==> src/rtl/fdiv_pkg.sv <==
package fdiv_pkg;

   // Smallest divisor the block accepts; lower requests are raised to it.
   localparam int unsigned FDIV_MIN_N = 2;

   function automatic int unsigned fdiv_floor(input int unsigned n, input int unsigned lo);
      return (n < lo) ? lo : n;
   endfunction

endpackage

==> src/rtl/fdiv_edge_det.sv <==
module fdiv_edge_det #(
   parameter int unsigned SYNC_STAGES = 2
) (
   input  logic clk,
   input  logic rst_n,
   input  logic sq_in,
   output logic edge_stb
);
   localparam int unsigned CHAIN_W = SYNC_STAGES + 1;

   if (SYNC_STAGES < 2) begin : g_bad_sync
      $error("fdiv_edge_det: SYNC_STAGES must be at least 2");
   end

   // chain[0..SYNC_STAGES-1] synchronise; chain[SYNC_STAGES] keeps the prior level
   logic [CHAIN_W-1:0] chain;
   logic               stb_q;

   always_ff @(posedge clk or negedge rst_n) begin
      if (!rst_n) begin
         chain <= '0;
         stb_q <= 1'b0;
      end else begin
         chain <= {chain[CHAIN_W-2:0], sq_in};
         stb_q <= chain[SYNC_STAGES] ^ chain[SYNC_STAGES-1];
      end
   end

   assign edge_stb = stb_q;

endmodule

==> src/rtl/fdiv_counter.sv <==
module fdiv_counter #(
   parameter int unsigned CNT_W = 7
) (
   input  logic             clk,
   input  logic             rst_n,
   input  logic             step,
   input  logic             reload,
   output logic [CNT_W-1:0] cnt
);
   logic [CNT_W-1:0] cnt_q;

   always_ff @(posedge clk or negedge rst_n) begin
      if (!rst_n)      cnt_q <= '0;
      else if (reload) cnt_q <= '0;
      else if (step)   cnt_q <= cnt_q + 1'b1;
   end

   assign cnt = cnt_q;

   // one step advances the count by exactly one
   p_step_r2: assert property (@(posedge clk) disable iff (!rst_n)
      (step && !reload) |=> (cnt_q == CNT_W'($past(cnt_q) + 1'b1)));

   // a reload leaves the count at zero
   p_reload_r4: assert property (@(posedge clk) disable iff (!rst_n)
      reload |=> (cnt_q == '0));

endmodule

==> src/rtl/fdiv_stage_bank.sv <==
module fdiv_stage_bank #(
   parameter int unsigned CNT_W = 7
) (
   input  logic             clk,
   input  logic             rst_n,
   input  logic             capture,
   input  logic [CNT_W-1:0] d,
   output logic [CNT_W-1:0] q
);
   // One flop per bit, all sharing the capture enable
   for (genvar b = 0; b < CNT_W; b++) begin : g_bit
      logic bit_q;
      always_ff @(posedge clk or negedge rst_n) begin
         if (!rst_n)       bit_q <= 1'b0;
         else if (capture) bit_q <= d[b];
      end
      assign q[b] = bit_q;
   end

endmodule

==> src/rtl/fdiv_match.sv <==
module fdiv_match
   import fdiv_pkg::*;
#(
   parameter int unsigned CNT_W = 7
) (
   input  logic             clk,
   input  logic             rst_n,
   input  logic             strobe,
   input  logic [CNT_W-1:0] held,
   input  logic [CNT_W-1:0] div_n,
   output logic             hit,
   output logic             primed,
   output logic [CNT_W-1:0] n_act,
   output logic             div_out
);
   localparam logic [CNT_W-1:0] MIN_N = CNT_W'(FDIV_MIN_N);

   logic [CNT_W-1:0] n_floor;
   logic [CNT_W-1:0] n_q;
   logic             primed_q;
   logic             out_q;

   assign n_floor = CNT_W'(fdiv_floor(32'(div_n), FDIV_MIN_N));
   assign hit     = strobe && primed_q && (held == n_q);

   always_ff @(posedge clk or negedge rst_n) begin
      if (!rst_n) begin
         n_q      <= '0;
         primed_q <= 1'b0;
         out_q    <= 1'b0;
      end else if (!primed_q) begin
         n_q      <= n_floor;
         primed_q <= 1'b1;
      end else if (hit) begin
         n_q   <= n_floor;
         out_q <= ~out_q;
      end
   end

   assign n_act   = n_q;
   assign primed  = primed_q;
   assign div_out = out_q;

   // the active divisor only moves at a match
   p_hold_n_r6: assert property (@(posedge clk) disable iff (!rst_n)
      (primed_q && !hit) |=> $stable(n_q));

   // once loaded, the divisor is never below the floor
   p_floor_r7: assert property (@(posedge clk) disable iff (!rst_n)
      primed_q |-> (n_q >= MIN_N));

endmodule

==> src/rtl/fdiv_top.sv <==
module fdiv_top
   import fdiv_pkg::*;
#(
   parameter int unsigned CNT_W       = 7,
   parameter int unsigned SYNC_STAGES = 2
) (
   input  logic             clk,
   input  logic             rst_n,
   input  logic             sq_in,
   input  logic [CNT_W-1:0] div_n,
   output logic             div_out,
   output logic [CNT_W-1:0] count_dbg
);
   if (CNT_W < 2 || CNT_W > 16) begin : g_bad_width
      $error("fdiv_top: CNT_W must lie in 2..16");
   end
   if (FDIV_MIN_N >= (1 << CNT_W)) begin : g_bad_floor
      $error("fdiv_top: divisor floor does not fit CNT_W");
   end

   logic             edge_stb;
   logic             cap_stb;
   logic             cmp_stb;
   logic             hit;
   logic             primed;
   logic [CNT_W-1:0] cnt;
   logic [CNT_W-1:0] held;
   logic [CNT_W-1:0] n_act;

   fdiv_edge_det #(.SYNC_STAGES(SYNC_STAGES)) u_edge (
      .clk(clk), .rst_n(rst_n), .sq_in(sq_in), .edge_stb(edge_stb));

   fdiv_counter #(.CNT_W(CNT_W)) u_cnt (
      .clk(clk), .rst_n(rst_n), .step(edge_stb), .reload(hit), .cnt(cnt));

   // Pulse pipeline: capture one cycle after the step, compare one after that
   always_ff @(posedge clk or negedge rst_n) begin
      if (!rst_n) begin
         cap_stb <= 1'b0;
         cmp_stb <= 1'b0;
      end else begin
         cap_stb <= edge_stb;
         cmp_stb <= cap_stb;
      end
   end

   fdiv_stage_bank #(.CNT_W(CNT_W)) u_bank (
      .clk(clk), .rst_n(rst_n), .capture(cap_stb), .d(cnt), .q(held));

   fdiv_match #(.CNT_W(CNT_W)) u_match (
      .clk(clk), .rst_n(rst_n), .strobe(cmp_stb), .held(held), .div_n(div_n),
      .hit(hit), .primed(primed), .n_act(n_act), .div_out(div_out));

   assign count_dbg = cnt;

   // the count stays within the active divisor
   p_bound_r5: assert property (@(posedge clk) disable iff (!rst_n)
      primed |-> (cnt <= n_act));

   // the output only flips when the count had reached the divisor
   p_flip_at_n_r3: assert property (@(posedge clk) disable iff (!rst_n)
      (div_out != $past(div_out)) |-> ($past(cnt) == $past(n_act)));

endmodule

==> config.mk <==
export PLATFORM = sky130hd
export DESIGN_NAME = fdiv_top
export DESIGN_NICKNAME = d
export VERILOG_FILES = /design/src/rtl/fdiv_pkg.sv /design/src/rtl/fdiv_edge_det.sv /design/src/rtl/fdiv_counter.sv /design/src/rtl/fdiv_stage_bank.sv /design/src/rtl/fdiv_match.sv /design/src/rtl/fdiv_top.sv
export SDC_FILE = /design/constraint.sdc
export NUM_CORES = 1
export LEC_CHECK = 0
export ABC_AREA = 1
export BUFFER_PORTS_ARGS = -buffer_cell sky130_fd_sc_hd__buf_2
export CAP_MARGIN = 40
export CELL_PAD_IN_SITES_DETAIL_PLACEMENT = 1
export CELL_PAD_IN_SITES_GLOBAL_PLACEMENT = 2
export CORE_ASPECT_RATIO = 0.5
export CORE_MARGIN = 2
export CORE_UTILIZATION = 30
export CTS_CLUSTER_DIAMETER = 100
export DETAILED_ROUTE_END_ITERATION = 10
export GPL_ROUTABILITY_DRIVEN = 0
export GPL_TIMING_DRIVEN = 1
export PLACE_DENSITY_LB_ADDON = 0.1
export SLEW_MARGIN = 30
export SYNTH_ARGS = -nofsm -noshare
export SYNTH_HDL_FRONTEND = slang
export SYNTH_SLANG_ARGS = --single-unit
==> constraint.sdc <==
create_clock -name clk -period 1.2 [get_ports clk]
set_input_delay 0.24 -clock clk [delete_from_list [all_inputs] [get_ports clk]]
set_output_delay 0.24 -clock clk [all_outputs]
set_load 0.05 [all_outputs]
==> summary.md, run 1 <==
| Metric | Value |
|---|---|
| Vias per cell | 4.34 |
| Die X | around 97 um |
| Core area | between 4000 and 5000 um2 |
| Slew Limit Fails | 0 |
| Number of global-route vias before repair | 1,193 |
| Final worst slack | -0.0392 ns |
| DP Cell Count | 243 |
| Worst R2R Start | u_match.n_act[5] |
| Unrepaired setup endpoints after global routing | yes |
| Die Height | 50.7 um |
| Failing checks | negative setup slack |
| Site row count | 16 |
| CTS root buf | clkbuf_8 |
| CTS tree | done |
| # DRC | 0 |
| Hold depth | 1 |
| Syn avg cell area | around 8.3 um2 |
| Gate Count Post-Synth | 157 |
| Top cell type by total area after synthesis | dfrtp_1 |
| Critical path arrival | 1.00 ns |
| GRT Overall Usage | between 15 and 20% |
| Setup TNS | -0.111 ns |
| Final min period | between 1 and 1.5 ns |
| Sequential area share after synthesis | 55.4% |
| IO buf count | 17 |
| Power Density | roughly 2300 nW/um2 |
| Pleak | 0.997 nW |
| Fillers | 505 |
| Clock Pin Slew Worst Setup and Hold Paths | ~0.070 ns |
| Power share of the combinational group | about 46% |
| P&R area growth vs syn | 44.7% |
| P_sw | 1.74 mW |
| WHS | approximately 0.057 ns |
| Final hold vios | 0 |
| Initial Utilization | 32.4% |
| Share of cells above drive strength 1 | a little over a third |
| Drt first pass iters | 2 |
| Crit-path max FO | 4 |
| Yosys warnings | 0 |
| Period utilization | 103% |
| CP max stage delay | 0.45 ns |
| First-pass GRT wire length | 5.82 mm |
| Syn Nets | 168 |
| Setup CP Type | reg -> out |
| Synth top area cells | dfrtp_1 55%, nand2_1 16%, inv_1 6.0% |
| CTS Sinks | 29 |
| Number of synthesized register bits | 29 |
| CP Launch Type | register |
| Post-DP HPWL | 2.28 mm |
| Cts bufs inserted | 5 |
| Layout Nets | 218 |
| Total power | 4.29 mW |
| DR vias | about 1,100 |
| CP max stage cell | dfrtp_2 |
| Switching Fraction | 40.5% |
| Overflow after GRT | 0 |
| Worst reg2reg setup slack | -0.01 ns |
| Finished Cell Area | 1900 um2 |
| Post-Place Cell Area | 1600 um2 |
| Top Ports | 18 |
| Final ANT Viol Nets | 0 |
| Commonest non-fill, non-tap cell in the layout | nand2_1 |
| Layout Skew | 0.00375 ns |
| Hold Path End | u_edge.chain[0] |
| Max-cap violation count | 0 |
| Worst r2r dst | u_match.n_act[4] |
| N_diodes | 0 |
| Largest net degree at the start of global routing | 30 |
| Worst-Skew Late Latency | 0.28 ns |
| Post-Syn Area | 1310 um2 |
| Worst min path class | in -> reg |
| DR iter-0 viols | 45 |
| Clock power share | 18.5% |
| Most frequent cells in the layout | 50 x nand2_1, 28 x buf_4, 23 x dfrtp_1 |
| Internal Power | 2.55 mW |
| Setup-violating endpoint count in the final report | 9 |
| Required @ worst endpoint | approximately 0.96 ns |
| Layout Cells excl Fill | 262 |
| Clk buf depth | 2 |
| Min-delay src | sq_in |
| Fmax | about 800 MHz |
| Sequential share of power | 35.4% |
| Worst-path cell chain | buf_6 > buf_8 |
| Top cell type's share of synthesized area | 55.4% |
| Antenna violations before repair | 0 |
| H-Tree Level Count | 2 |
| Distinct cells, synth | 20 |
| Die ar. | 4940 um2 |
| Outcome | finished with violations |
| R2R cell count | 9 |
| Wire length per cell | 12.9 um |
| Routed wire length | 3.39 mm |
| Maximum VDD drop | 1.21 mV |
| CP endpoint kind | output pin |
registers in the layout (all words and copies together), names as in the netlist, 3 cells and up:
register	cells
u_bank.g_bit.bit_q	7
u_match.n_act	7
u_edge.chain	3
u_cnt.cnt	7
repair_timing:
item | CTS | global route
endpoints found under the setup margin | 23 | 20
pin swaps | 13 | 5
hold buffers | 1 | 0
hold endpoints to repair | 29 | 0
cloned | 1 | 0
buffers inserted | 6 | 4
gates resized for setup | 29 | 8
how the worst max path moves through the flow:
stage	from	end	slack, ns	cells past startpoint
after floorplan	u_cnt.cnt[0]	u_cnt.cnt[6]	-0.13	6
after global placement	u_match.n_act[1]	u_match.n_act[6]	-0.1	10
after detailed placement	u_match.n_act[1]	u_match.n_act[1]	-0.12	10
after CTS	u_match.n_act[1]	u_match.n_act[4]	-0.05	10
after global routing	u_match.n_act[1]	u_match.n_act[6]	-0.12	10
final	u_cnt.cnt[1]	count_dbg[1]	-0.04	2
per-stage QoR:
stage	worst slack [ns]	utilization, %
2_1_floorplan	-0.126	-
6_report	-0.0392	46.9
5_1_grt	-0.119	46.9
3_3_place_gp	-0.0989	39.6
4_1_cts	-0.0477	45.5
3_5_place_dp	-0.119	39.6
cell type report:
cell class	instances	area, um2	area share (%)
clock buffer	6	72.6	3.83
timing repair buffer	45	364	19.2
tap	54	67.6	3.56
multi-input combinational	104	561	29.6
sequential	29	733	38.7
clock inverter	2	10.0	0.528
inverter	22	87.6	4.62
kinds of logic (layout without fill, tap and decap cells):
| kind of cell | count (synthesis) | in the layout | share of synthesized area (%) |
|---|---|---|---|
| compound gates | 11 | 11 | 4.58 |
| simple gates | 87 | 88 | 28.1 |
| flops | 29 | 29 | 55.4 |
| buf+inv | 25 | 75 | 8.69 |
| fa+ha+maj | 1 | 1 | 0.955 |
| other cells | 1 | 1 | 0.286 |
| xor+xnor | 3 | 3 | 2.01 |
cell usage after synthesis (all sizes together):
cell type  instances
ha                 1
nor2              13
o21ai              8
nand4              1
dfrtp             29
nor3               2
conb               1
nand3             11
clkbuf             1
a21o               1
o21bai             1
inv               21
xor2               2
nand2             60
buf                2
xnor2              1
a21oi              1
clkinv             1
power by group through the flow:
stage	Sequential (mW)	Clock, mW	Combinational, mW
finish	1.52	0.791	1.98
detailed placement	1.49	0	1.52
CTS	1.52	0.816	1.89
global route	1.57	0.872	2.17
global placement	1.48	0	1.50
floorplan	1.85	0	0.530
per-layer routing:
metal / vias to the layer above / part of all wire [%] / global-route usage [%]
met3: 8 / 5.3 / 5.43
li1: 575 / - / -
met5: - / 0 / 0
met2: 22 / 41 / 23.1
met4: 0 / 1.9 / 4.86
met1: 532 / 51 / 22.0
critical path: cells and delay by family (launching register included):
| family | cells | cell delay, ns |
|---|---|---|
| flops | 1 | 0.45 |
| buf+inv | 2 | 0.27 |
(Power assumes the default switching activity.)
==> inputs of run 2 (changes only) <==
--- a/config.mk
+++ b/config.mk
@@ -5,14 +5,13 @@
 export SDC_FILE = /design/constraint.sdc
 export NUM_CORES = 1
 export LEC_CHECK = 0
-export ABC_AREA = 1
 export BUFFER_PORTS_ARGS = -buffer_cell sky130_fd_sc_hd__buf_2
 export CAP_MARGIN = 40
 export CELL_PAD_IN_SITES_DETAIL_PLACEMENT = 1
 export CELL_PAD_IN_SITES_GLOBAL_PLACEMENT = 2
-export CORE_ASPECT_RATIO = 0.5
+export CORE_ASPECT_RATIO = 0.9
 export CORE_MARGIN = 2
-export CORE_UTILIZATION = 30
+export CORE_UTILIZATION = 33
 export CTS_CLUSTER_DIAMETER = 100
 export DETAILED_ROUTE_END_ITERATION = 10
 export GPL_ROUTABILITY_DRIVEN = 0
==> summary.md, run 2 <==
| Metric | Value |
|---|---|
| Site row count | 20 |
| Final min period | roughly 1.6 ns |
| Overflow after GRT | 0 |
| Fraction of synthesized area in multiplexers | between 10% and 20% |
| Distinct cells, synth | 17 |
| CTS tree | done |
| Top cell type's share of synthesized area | 61.8% |
| Top cell type by total area after synthesis | dfrtp_1 |
| Die X | around 67 um |
| Synth top cells by count | 29 x dfrtp_1, 13 x mux2_2, 10 x nor2_1, 10 x xnor2_1, 6 x nand2_1 |
| GRT Overall Usage | 13.3% |
| Post-synth EDFFs | 0 |
| Routed wire length | 2.20 mm |
| Setup-violating endpoint count in the final report | 15 |
| Min-delay src | sq_in |
| Clock Pin Slew Worst Setup and Hold Paths | 0.06 ns |
| Final ANT Viol Nets | 0 |
| Sequential area share after synthesis | 61.8% |
| CP max stage delay | approximately 0.39 ns |
| Antenna violations before repair | 0 |
| Place WS | -0.441 ns |
| P&R area growth vs syn | 36.2% |
| N_diodes | 0 |
| Number of synthesized register bits | 29 |
| Syn Nets | 98 |
| Die ar. | 4050 um2 |
| Drt first pass iters | 2 |
| CTS root buf | clkbuf_8 |
| CP max stage cell | dfrtp_1 |
| Die Height | 60.6 um |
| Number of global-route vias before repair | slightly below 800 |
| Final worst slack | -0.371 ns |
| CTS Sinks | 29 |
| Worst-path cell chain | xnor2_1 > nand4_1 > o31ai_4 > buf_6 > mux2_2 |
| Yosys warnings | 0 |
| Post-synthesis adder-cell area fraction | 1.06% |
| First-pass GRT wire length | 3.70 mm |
| DP Cell Count | roughly 160 |
| CP endpoint kind | register |
| Count leader, synth | dfrtp_1 |
| Largest net degree at the start of global routing | 30 |
| Failing checks | negative setup slack |
| Vias per cell | 4.41 |
| Unrepaired setup endpoints after global routing | yes |
| DR iter-0 viols | 8 |
| Period utilization | 131% |
| Layout Nets | 133 |
| DR vias | 737 |
| H-Tree Level Count | 2 |
| Top_reg_cell synth | dfrtp_1 |
| Crit-path max FO | 7 |
| Synth async-reset ratio | 100% |
| Final hold vios | 0 |
| IO buf count | 17 |
| Worst setup path startpoint | u_match.n_act[1] |
| Post-synthesis simple-gate area fraction | a little under a tenth |
| Post-DP HPWL | 1.66 mm |
| Gate Count Post-Synth | 87 |
| Critical path buffers and inverters | 1 |
| Fillers | 368 |
| Power Density | about 2400 nW/um2 |
| Delay-heaviest family, CP | flip-flops |
| Compound-cell area share of the yosys netlist | 1.81% |
| Outcome | finished with violations |
| Cts bufs inserted | 5 |
| Worst R2R Start | u_match.n_act[1] |
| Layout Cells excl Fill | 167 |
| Syn avg cell area | 13.5 um2 |
| Max-cap violation count | 0 |
| Wire length per cell | 13.2 um |
| Synth top area cells | dfrtp_1 62%, mux2_2 12%, xnor2_1 7.5% |
| # DRC | 0 |
| Commonest non-fill, non-tap cell in the layout | dfrtp_1 |
| Required @ worst endpoint | 1.36 ns |
| CP Launch Type | register |
| Fmax | 637 MHz |
| Critical path arrival | 1.73 ns |
| Layout Skew | roughly 0.0095 ns |
| Slew Limit Fails | 0 |
| Post-synthesis xor/xnor area fraction | 11.2% |
| Initial Utilization | 34.5% |
| Top Ports | 18 |
| Maximum VDD drop | 1.27 mV |
| Core area | around 3400 um2 |
| Setup TNS | -4.05 ns |
| Most frequent cells in the layout | 24 x dfrtp_1, 13 x mux2_2, 12 x buf_4 |
| Worst-Skew Late Latency | between 0.2 and 0.3 ns |
| Worst min path class | in -> reg |
| Post-Syn Area | 1170 um2 |
| Largest family of logic cells by synthesized area | multiplexers |
| Setup CP Type | reg -> reg |
| Pleak | 0.711 nW |
| Clk buf depth | 2 |
| Share of cells above drive strength 1 | 52.0% |
-- run 2: cell types whose count changed after synthesis, moves of 2 or more --
| cell | delta |
|---|---|
| mux2_2 | +13 |
| nor2_1 | -2 |
| nand3_1 | -10 |
| o21ai_0 | -8 |
| inv_1 | -20 |
| nand2_1 | -50 |
| xor2_1 | +3 |
| mux2i_1 | +2 |
| nand4_1 | +2 |
| buf_6 | -2 |
| xnor2_1 | +9 |
| nand2_2 | -4 |
-- run 2: area by class of cell --
class / count / area (um2) / share of cell area (%)
flip-flops and latches: 29 / 732 / 45.7
multi-input cells: 56 / 498 / 31.1
clock buffers: 7 / 76.3 / 4.77
repair buffers: 29 / 230 / 14.4
well taps: 44 / 55.1 / 3.44
inverters: 1 / 3.75 / 0.235
clock inverters: 1 / 5.00 / 0.313
-- run 2: cell families (layout without fill, tap and decap cells) --
group	count (synthesis)	after routing
flops	29	29
simple gates	23	23
xor+xnor	15	15
mux	15	15
buf+inv	2	38
fa+ha+maj	1	1
other cells	1	1
compound gates	1	1
-- run 2: worst register-to-register path, stage by stage, from the launching register on --
cell and delay [ns]:
dfrtp_1 0.39, xnor2_1 0.17, nand4_1 0.19, o31ai_4 0.22
buf_6 0.16, mux2_2 0.33
-- run 2: worst paths after layout --
path | slack, ns | end | cells past startpoint
hold reg to reg | 0.36 | u_edge.chain[1] | 0
setup reg to reg | -0.37 | u_match.n_act[6] | 5
max in group asynchronous | 0.58 | u_cnt.cnt[0] | 3
setup / recovery | -0.37 | u_match.n_act[6] | 5
hold / removal | 0.08 | u_edge.chain[0] | 1
min in group asynchronous | 0.43 | u_cnt.cnt[5] | 3
-- run 2: repair_timing --
action / 4_1_cts / 5_1_grt
gates resized for setup: 10 / 15
hold endpoints to repair: 29 / 0
hold buffers: 1 / 0
setup endpoints to repair: 22 / 18
buffers inserted: 1 / 0
pin swaps: 10 / 1
-- run 2: through the flow --
step | hold slack [ns] | cell area [um2] | utilization (%) | power [mW]
final | 0.0763 | 1600 | 47.0 | 3.78
after global routing | 0.0667 | 1600 | 47.0 | 4.04
after CTS | 0.0711 | 1540 | 45.3 | 3.68
after detailed placement | 0.202 | 1420 | 41.6 | 2.80
after global placement | 0.198 | 1420 | 41.6 | 2.76
after floorplan | -0.0556 | 1190 | - | 2.39
-- run 2: metal layers --
metal	GRT usage (%)	wire length (um)
met4	7.87	38
met1	16.9	1010
met3	4.45	76
met2	20.0	1080
met5	0	0
-- run 2: power by group --
| part | internal, mW | switching, mW |
|---|---|---|
| registers | 1.26 | 0.279 |
| logic | 0.703 | 0.806 |
| clock network | 0.405 | 0.329 |
| total | 2.37 | 1.41 |
